<file path="config.mk">
export PLATFORM = sky130hd
export DESIGN_NAME = dup_load_queue
export DESIGN_NICKNAME = d
export VERILOG_FILES = /design/src/rtl/lvq_pkg.sv /design/src/rtl/lvq_ptr.sv /design/src/rtl/lvq_slots.sv /design/src/rtl/dup_load_queue.sv
export SDC_FILE = /design/constraint.sdc
export NUM_CORES = 1
export LEC_CHECK = 0
export BUFFER_PORTS_ARGS = -buffer_cell sky130_fd_sc_hd__buf_4
export CELL_PAD_IN_SITES_DETAIL_PLACEMENT = 0
export CELL_PAD_IN_SITES_GLOBAL_PLACEMENT = 2
export CORE_UTILIZATION = 31
export DETAILED_ROUTE_END_ITERATION = 12
export PLACE_DENSITY_LB_ADDON = 0.08
export SLEW_MARGIN = 10
export SYNTH_ARGS = -nofsm -noshare
export SYNTH_HDL_FRONTEND = slang
export SYNTH_SLANG_ARGS = --single-unit
</file>
<file path="constraint.sdc">
create_clock -name clk -period 3 [get_ports clk]
set_input_delay 0.15 -clock clk [delete_from_list [all_inputs] [get_ports clk]]
set_output_delay 0.15 -clock clk [all_outputs]
set_load 0.01 [all_outputs]
</file>
<file path="src/rtl/lvq_pkg.sv">
package lvq_pkg;

    typedef struct packed {
        logic        busy;
        logic        has_data;
    } slot_flags_t;

    function automatic int idx_width(input int depth);
        return (depth > 1) ? $clog2(depth) : 1;
    endfunction

endpackage

</file>
<file path="src/rtl/lvq_ptr.sv">
module lvq_ptr #(
    parameter int DEPTH = 4,
    localparam int IW  = lvq_pkg::idx_width(DEPTH),
    localparam int CW  = $clog2(DEPTH + 1)
) (
    input  logic          clk,
    input  logic          rst_n,
    input  logic          alloc,
    input  logic          release_slot,
    output logic [IW-1:0] head,
    output logic [IW-1:0] tail,
    output logic [CW-1:0] count,
    output logic          full
);

    typedef struct packed {
        logic [IW-1:0] head;
        logic [IW-1:0] tail;
        logic [CW-1:0] count;
    } ptr_state_t;

    ptr_state_t st_d, st_q;

    function automatic logic [IW-1:0] step(input logic [IW-1:0] p);
        return (p == IW'(DEPTH - 1)) ? '0 : p + 1'b1;
    endfunction

    always_comb begin
        st_d = st_q;
        if (alloc) begin
            st_d.tail = step(st_q.tail);
        end
        if (release_slot) begin
            st_d.head = step(st_q.head);
        end
        case ({alloc, release_slot})
            2'b10:   st_d.count = st_q.count + 1'b1;
            2'b01:   st_d.count = st_q.count - 1'b1;
            default: st_d.count = st_q.count;
        endcase
    end

    always_ff @(posedge clk) begin
        if (!rst_n) begin
            st_q <= '0;
        end else begin
            st_q <= st_d;
        end
    end

    assign head  = st_q.head;
    assign tail  = st_q.tail;
    assign count = st_q.count;
    assign full  = (st_q.count == CW'(DEPTH));


    free_chk: assert property (@(posedge clk) disable iff (!rst_n)
        (release_slot && !alloc) |=> (count == $past(count) - 1'b1));


    no_overflow_chk: assert property (@(posedge clk) disable iff (!rst_n)
        (alloc && !release_slot) |=> (count <= CW'(DEPTH)));

endmodule

</file>
<file path="src/rtl/lvq_slots.sv">
module lvq_slots #(
    parameter int DEPTH = 4,
    parameter int AW    = 32,
    parameter int DW    = 32,
    localparam int IW   = lvq_pkg::idx_width(DEPTH)
) (
    input  logic          clk,
    input  logic          rst_n,
    input  logic          alloc,
    input  logic [IW-1:0] alloc_idx,
    input  logic [AW-1:0] alloc_addr,
    input  logic          wr_valid,
    input  logic [IW-1:0] wr_idx,
    input  logic [DW-1:0] wr_data,
    input  logic          release_slot,
    input  logic [IW-1:0] rd_idx,
    output logic          rd_busy,
    output logic          rd_has_data,
    output logic [AW-1:0] rd_addr,
    output logic [DW-1:0] rd_data
);
    import lvq_pkg::*;

    typedef struct packed {
        slot_flags_t   flags;
        logic [AW-1:0] addr;
        logic [DW-1:0] data;
    } slot_t;

    slot_t slot_q [DEPTH];

    for (genvar g = 0; g < DEPTH; g++) begin : g_slot
        slot_t s_d, s_q;
        logic  hit_alloc, hit_wr, hit_rel;

        assign hit_alloc = alloc && (alloc_idx == IW'(g));
        assign hit_wr    = wr_valid && (wr_idx == IW'(g)) && s_q.flags.busy;
        assign hit_rel   = release_slot && (rd_idx == IW'(g));

        always_comb begin
            s_d = s_q;
            if (hit_wr) begin
                s_d.flags.has_data = 1'b1;
                s_d.data           = wr_data;
            end
            if (hit_rel) begin
                s_d.flags = '0;
            end
            if (hit_alloc) begin
                s_d.flags.busy     = 1'b1;
                s_d.flags.has_data = 1'b0;
                s_d.addr           = alloc_addr;
            end
        end

        always_ff @(posedge clk) begin
            if (!rst_n) begin
                s_q <= '0;
            end else begin
                s_q <= s_d;
            end
        end

        assign slot_q[g] = s_q;


        stray_rsp_chk: assert property (@(posedge clk) disable iff (!rst_n)
            (wr_valid && wr_idx == IW'(g) && !s_q.flags.busy) |=> !s_q.flags.has_data);
    end

    always_comb begin
        rd_busy     = 1'b0;
        rd_has_data = 1'b0;
        rd_addr     = '0;
        rd_data     = '0;
        for (int i = 0; i < DEPTH; i++) begin
            if (rd_idx == IW'(i)) begin
                rd_busy     = slot_q[i].flags.busy;
                rd_has_data = slot_q[i].flags.has_data;
                rd_addr     = slot_q[i].addr;
                rd_data     = slot_q[i].data;
            end
        end
    end

endmodule

</file>
<file path="src/rtl/dup_load_queue.sv">
module dup_load_queue #(
    parameter int DEPTH = 4,
    parameter int AW    = 32,
    parameter int DW    = 32,
    localparam int IW   = lvq_pkg::idx_width(DEPTH),
    localparam int CW   = $clog2(DEPTH + 1)
) (
    input  logic          clk,
    input  logic          rst_n,
    input  logic          pri_req_valid,
    input  logic [AW-1:0] pri_req_addr,
    output logic          pri_req_ready,
    output logic          mem_req_valid,
    output logic [AW-1:0] mem_req_addr,
    output logic [IW-1:0] mem_req_tag,
    input  logic          mem_rsp_valid,
    input  logic [IW-1:0] mem_rsp_tag,
    input  logic [DW-1:0] mem_rsp_data,
    input  logic          dup_req_valid,
    input  logic [AW-1:0] dup_req_addr,
    output logic          dup_req_ready,
    output logic          dup_rsp_valid,
    output logic [DW-1:0] dup_rsp_data,
    output logic          dup_fault
);

    typedef struct packed {
        logic          valid;
        logic [DW-1:0] data;
        logic          fault;
    } rsp_t;

    logic [IW-1:0] head, tail;
    logic [CW-1:0] count;
    logic          full;
    logic          pri_fire, dup_fire;
    logic          h_busy, h_has_data;
    logic [AW-1:0] h_addr;
    logic [DW-1:0] h_data;
    rsp_t          rsp_d, rsp_q;

    assign pri_req_ready = !full;
    assign pri_fire      = pri_req_valid && pri_req_ready;
    assign dup_req_ready = h_busy && h_has_data;
    assign dup_fire      = dup_req_valid && dup_req_ready;

    lvq_ptr #(.DEPTH(DEPTH)) ptr_i (
        .clk          (clk),
        .rst_n        (rst_n),
        .alloc        (pri_fire),
        .release_slot (dup_fire),
        .head         (head),
        .tail         (tail),
        .count        (count),
        .full         (full)
    );

    lvq_slots #(.DEPTH(DEPTH), .AW(AW), .DW(DW)) slots_i (
        .clk          (clk),
        .rst_n        (rst_n),
        .alloc        (pri_fire),
        .alloc_idx    (tail),
        .alloc_addr   (pri_req_addr),
        .wr_valid     (mem_rsp_valid),
        .wr_idx       (mem_rsp_tag),
        .wr_data      (mem_rsp_data),
        .release_slot (dup_fire),
        .rd_idx       (head),
        .rd_busy      (h_busy),
        .rd_has_data  (h_has_data),
        .rd_addr      (h_addr),
        .rd_data      (h_data)
    );

    assign mem_req_valid = pri_fire;
    assign mem_req_addr  = pri_req_addr;
    assign mem_req_tag   = tail;

    always_comb begin
        rsp_d       = '0;
        rsp_d.data  = rsp_q.data;
        if (dup_fire) begin
            rsp_d.valid = 1'b1;
            rsp_d.data  = h_data;
            rsp_d.fault = (dup_req_addr != h_addr);
        end
    end

    always_ff @(posedge clk) begin
        if (!rst_n) begin
            rsp_q <= '0;
        end else begin
            rsp_q <= rsp_d;
        end
    end

    assign dup_rsp_valid = rsp_q.valid;
    assign dup_rsp_data  = rsp_q.data;
    assign dup_fault     = rsp_q.fault;


    full_stall_chk: assert property (@(posedge clk) disable iff (!rst_n)
        (count == CW'(DEPTH)) |-> !mem_req_valid);


    dup_rsp_chk: assert property (@(posedge clk) disable iff (!rst_n)
        (dup_req_valid && dup_req_ready) |=> dup_rsp_valid);


    one_rsp_chk: assert property (@(posedge clk) disable iff (!rst_n)
        !(dup_req_valid && dup_req_ready) |=> !dup_rsp_valid);


    fault_with_rsp_chk: assert property (@(posedge clk) disable iff (!rst_n)
        dup_fault |-> dup_rsp_valid);


    early_dup_chk: assert property (@(posedge clk) disable iff (!rst_n)
        (count == '0) |-> !dup_req_ready);

endmodule

</file>
==> results.py <==
metrics = {
    "cts": {
        "clkTransAtPathRegs_ns": 0.06,
        "clock-sinks": 305,
        "clk_latency_ns": 0.55,
        "cts_root_buf": "clkbuf_16",
        "cts_tree": "built",
        "cts_buffers": 39,
        "cts-htree-levels": 2,
        "cts.path.max_buffers": 3,
    },
    "timing": {
        "relSlewSlack_pct": 43.0,
        "setup_viol": 0,
        "fin_crit_sh_pct": 89.4,
        "maxSlewViolCount": 0,
        "tightest_slew_ns": 0.855,
        "final-hold-violation-count": 0,
        "rsz0062_at_grt": "no",
        "tns_ns": 0,
        "min_period_ns": 2.68,
        "clock_skew_ns": 0.0101,
        "fmax_mhz": 373,
    },
    "synth": {
        "synth_edf_count": 0,
        "synthDominantCellAreaShare_pct": 42.3,
        "synth.area.top_cells": "dfxtp_1, nand2_1, a21boi_0, nand3b_1, a211oi_1",
        "async_reset_ff_share_pct": 0,
        "ys_warn_count": 0,
        "syn_nets": 1879,
        "seq_area_frac_synth_pct": 42.3,
        "ys_types": 39,
        "yosys.area.top_type": "dfxtp_1",
        "ys_ff_latch": 305,
        "netlist_area_um2": 14500,
        "yosys_most_used_dff": "dfxtp_1",
        "synth.avg_cell_area_um2": 8.18,
        "syn_inst": 1766,
    },
    "cells_and_area": {
        "drive_gt1_share_pct": 15.5,
        "seqCellArea_um2": 6110,
        "syn2layout_area_growth_pct": 24.4,
        "fillers": 4713,
        "nNetsFinal": 2021,
        "multi_input_area_um2": 7430,
    },
    "power_and_ir_drop": {
        "power_w": 0.00962,
        "ir_worst_vdd_v": 0.000319,
        "p_leak_nw": 6.55,
        "power_density_nw_per_um2": 535,
        "combPwrFrac_pct": 8.0,
        "p_switching_w": 0.00227,
        "clockPowerShare_pct": 48.5,
        "pwr-share-seq_pct": 43.5,
        "p_int_w": 0.00735,
        "p_sw_share_pct": 23.6,
    },
    "run_status": {
        "status": "complete, no violations",
    },
    "detailed_routing": {
        "wl_per_cell_um": 18.3,
        "drt_iter0_markers": 633,
        "dr.pass1.iters": 5,
        "via_per_inst": 4.85,
        "ant_nets": 0,
        "drc": 0,
        "dr_total_vias": 12300,
        "finalWirelength_mm": 46.5,
    },
    "place": {
        "hpwlAfterDp_mm": 28.1,
        "place_congestion": 0.740,
        "portBuffers": 173,
    },
    "setup_path": {
        "cp_slowest_stage_delay_ns": 0.48,
        "path_buf_inv": 1,
        "worstSetupPathType": "register to register",
        "critPathTopFamily": "adder cells",
        "crit_required_ns": 3.48,
        "slowest_stage": "dfxtp_1",
        "worstPathCellList": "ha_4 > nand3_1 > a21oi_1 > a311oi_2 > nor2_4 > ha_1 > inv_1 > fa_1 > xor2_1 > or3_1 > a21boi_0",
        "end_kind": "register",
        "cp_max_fo": 15,
        "setup.worst_path.start_class": "register",
        "crit_arrival_ns": 3.16,
    },
    "global_routing": {
        "grt_pass1_vias": 12000,
        "grt_max_degree": 83,
        "antenna_found_initial": 3,
        "grt_remaining_overflow": 0,
        "track_usage_pct": 19.5,
        "grt_first_pass_wirelength_mm": 71.7,
    },
    "floorplan": {
        "core_area_um2": 45700,
        "die_x_um": 218,
        "die-area_um2": 47500,
        "pin_count": 174,
        "initial_core_util_pct": 31.6,
        "dieHeight_um": 218,
        "rows": 78,
    },
    "hold_path": {
        "hold_path_class": "input pin to register",
    },
    "job": {
        "cap_violations": 0,
    },
}
final timing paths:
path                                      endpoint  slack [ns]  depth (start not counted)                                  start
min reg2reg  slots_i.g_slot[1].s_q[7]$_SDFFE_PN0P_        0.45                          2  slots_i.g_slot[1].s_q[7]$_SDFFE_PN0P_
max reg2reg            ptr_i.count[2]$_SDFFE_PN0P_        0.32                         11             ptr_i.head[0]$_SDFFE_PN0N_
max                    ptr_i.count[2]$_SDFFE_PN0P_        0.32                         11             ptr_i.head[0]$_SDFFE_PN0N_
min                           dup_fault$_SDFF_PN0_        0.04                          5                       dup_req_addr[29]
cell usage in the layout, fill, tap and decap left out, drive strengths merged, types with 33 or more instances in the layout:
cell type / count
nand2: 585
dfxtp: 305
a21boi: 261
buf: 219
a21oi: 68
a211oi: 68
nand3b: 65
dlygate4sd3: 65
clkbuf: 64
nor2b: 38
xnor2: 33
synthesized netlist by cell type (4+ instances only):
cell      count
nor2b_1      38
a21boi_0    234
nand3b_1     65
buf_2        53
a211oi_2     10
nand3_1       4
dfxtp_1     305
o211ai_1     19
o211ai_2     13
buf_1         5
and3_1        5
a21boi_1     27
nand4_1       9
clkbuf_1     81
ha_1          9
nand2_1     585
a211oi_1     58
nor3b_1      32
o21ai_0       6
a21oi_1      68
inv_1         8
buf_6         5
xnor2_1      33
buf_4        39
o211a_1      32
routing by layer:
layer | GRT usage, % | part of all wire, % | vias up
met5 | 0 | 0 | -
met4 | 5.55 | 2.0 | 0
met3 | 3.21 | 3.8 | 54
met2 | 33.5 | 48 | 203
met1 | 25.1 | 47 | 5826
li1 | - | - | 6226
state kept, by name (all words and copies together), names as in the netlist:
register            flops
slots_i.g_slot.s_q    264
dup_rsp_data           32
ptr_i.count             3
ptr_i.head              2
ptr_i.tail              2
dup_fault               1
dup_rsp_valid           1
stage by stage:
stage | area [µm²] | setup slack (ns) | cells | utilization (%) | hold slack [ns]
2_1_floorplan | 14500 | 0.236 | 1766 | - | 0.285
6_report | 18000 | 0.317 | 2538 | 39.3 | 0.0382
4_1_cts | 18000 | 0.243 | 2535 | 39.3 | 0.00516
3_3_place_gp | 16100 | 0.335 | 2402 | 35.2 | 0.432
5_1_grt | 18000 | 0.128 | 2535 | 39.3 | 0.0408
3_5_place_dp | 16100 | 0.285 | 2402 | 35.2 | 0.436
area by class of cell:
class	instances	share of cell area, %
Antenna cell	3	0.0418
Clock buffer	64	6.58
Clock inverter	4	0.390
Inverter	8	0.167
Multi-Input combinational cell	1270	41.3
Sequential cell	305	34.0
Tap cell	600	4.18
Timing Repair Buffer	284	13.3
tightest hold or removal path: cells and delay by family:
kind	cells	cell delay, ns
xor+xnor	1	0.07
simple gates	2	0.11
buf+inv	1	0.09
compound gates	1	0.12
logic make-up (layout without fill, tap and decap cells):
logic type / Yosys count / after routing / share of synthesized area [%]
AO/OA/AOI/OAI: 471 / 471 / 24.6
XOR/XNOR: 34 / 34 / 2.06
adder cells (fa/ha/maj): 10 / 10 / 0.918
buffers and inverters: 191 / 360 / 6.69
flip-flops: 305 / 305 / 42.3
multiplexers: 3 / 3 / 0.208
other: 0 / 3 / 0
AND/OR/NAND/NOR: 752 / 752 / 23.3
repair_timing:
item                                    in CTS  in global routing
resized for setup                            0                  0
hold endpoints to repair                   257                  0
hold buffers                                65                  0
endpoints found under the setup margin       0                  0
setup buffers                                0                  0
power by group through the flow:
stage / sequential [W] / combinational, W / clock, W
after floorplan: 0.00426 / 0.000390 / 0
after global placement: 0.00427 / 0.000717 / 0
after detailed placement: 0.00427 / 0.000719 / 0
after CTS: 0.00418 / 0.000787 / 0.00483
after global routing: 0.00419 / 0.000845 / 0.00497
final: 0.00418 / 0.000771 / 0.00466
No activity file was read; power rests on OpenSTA's default activity.
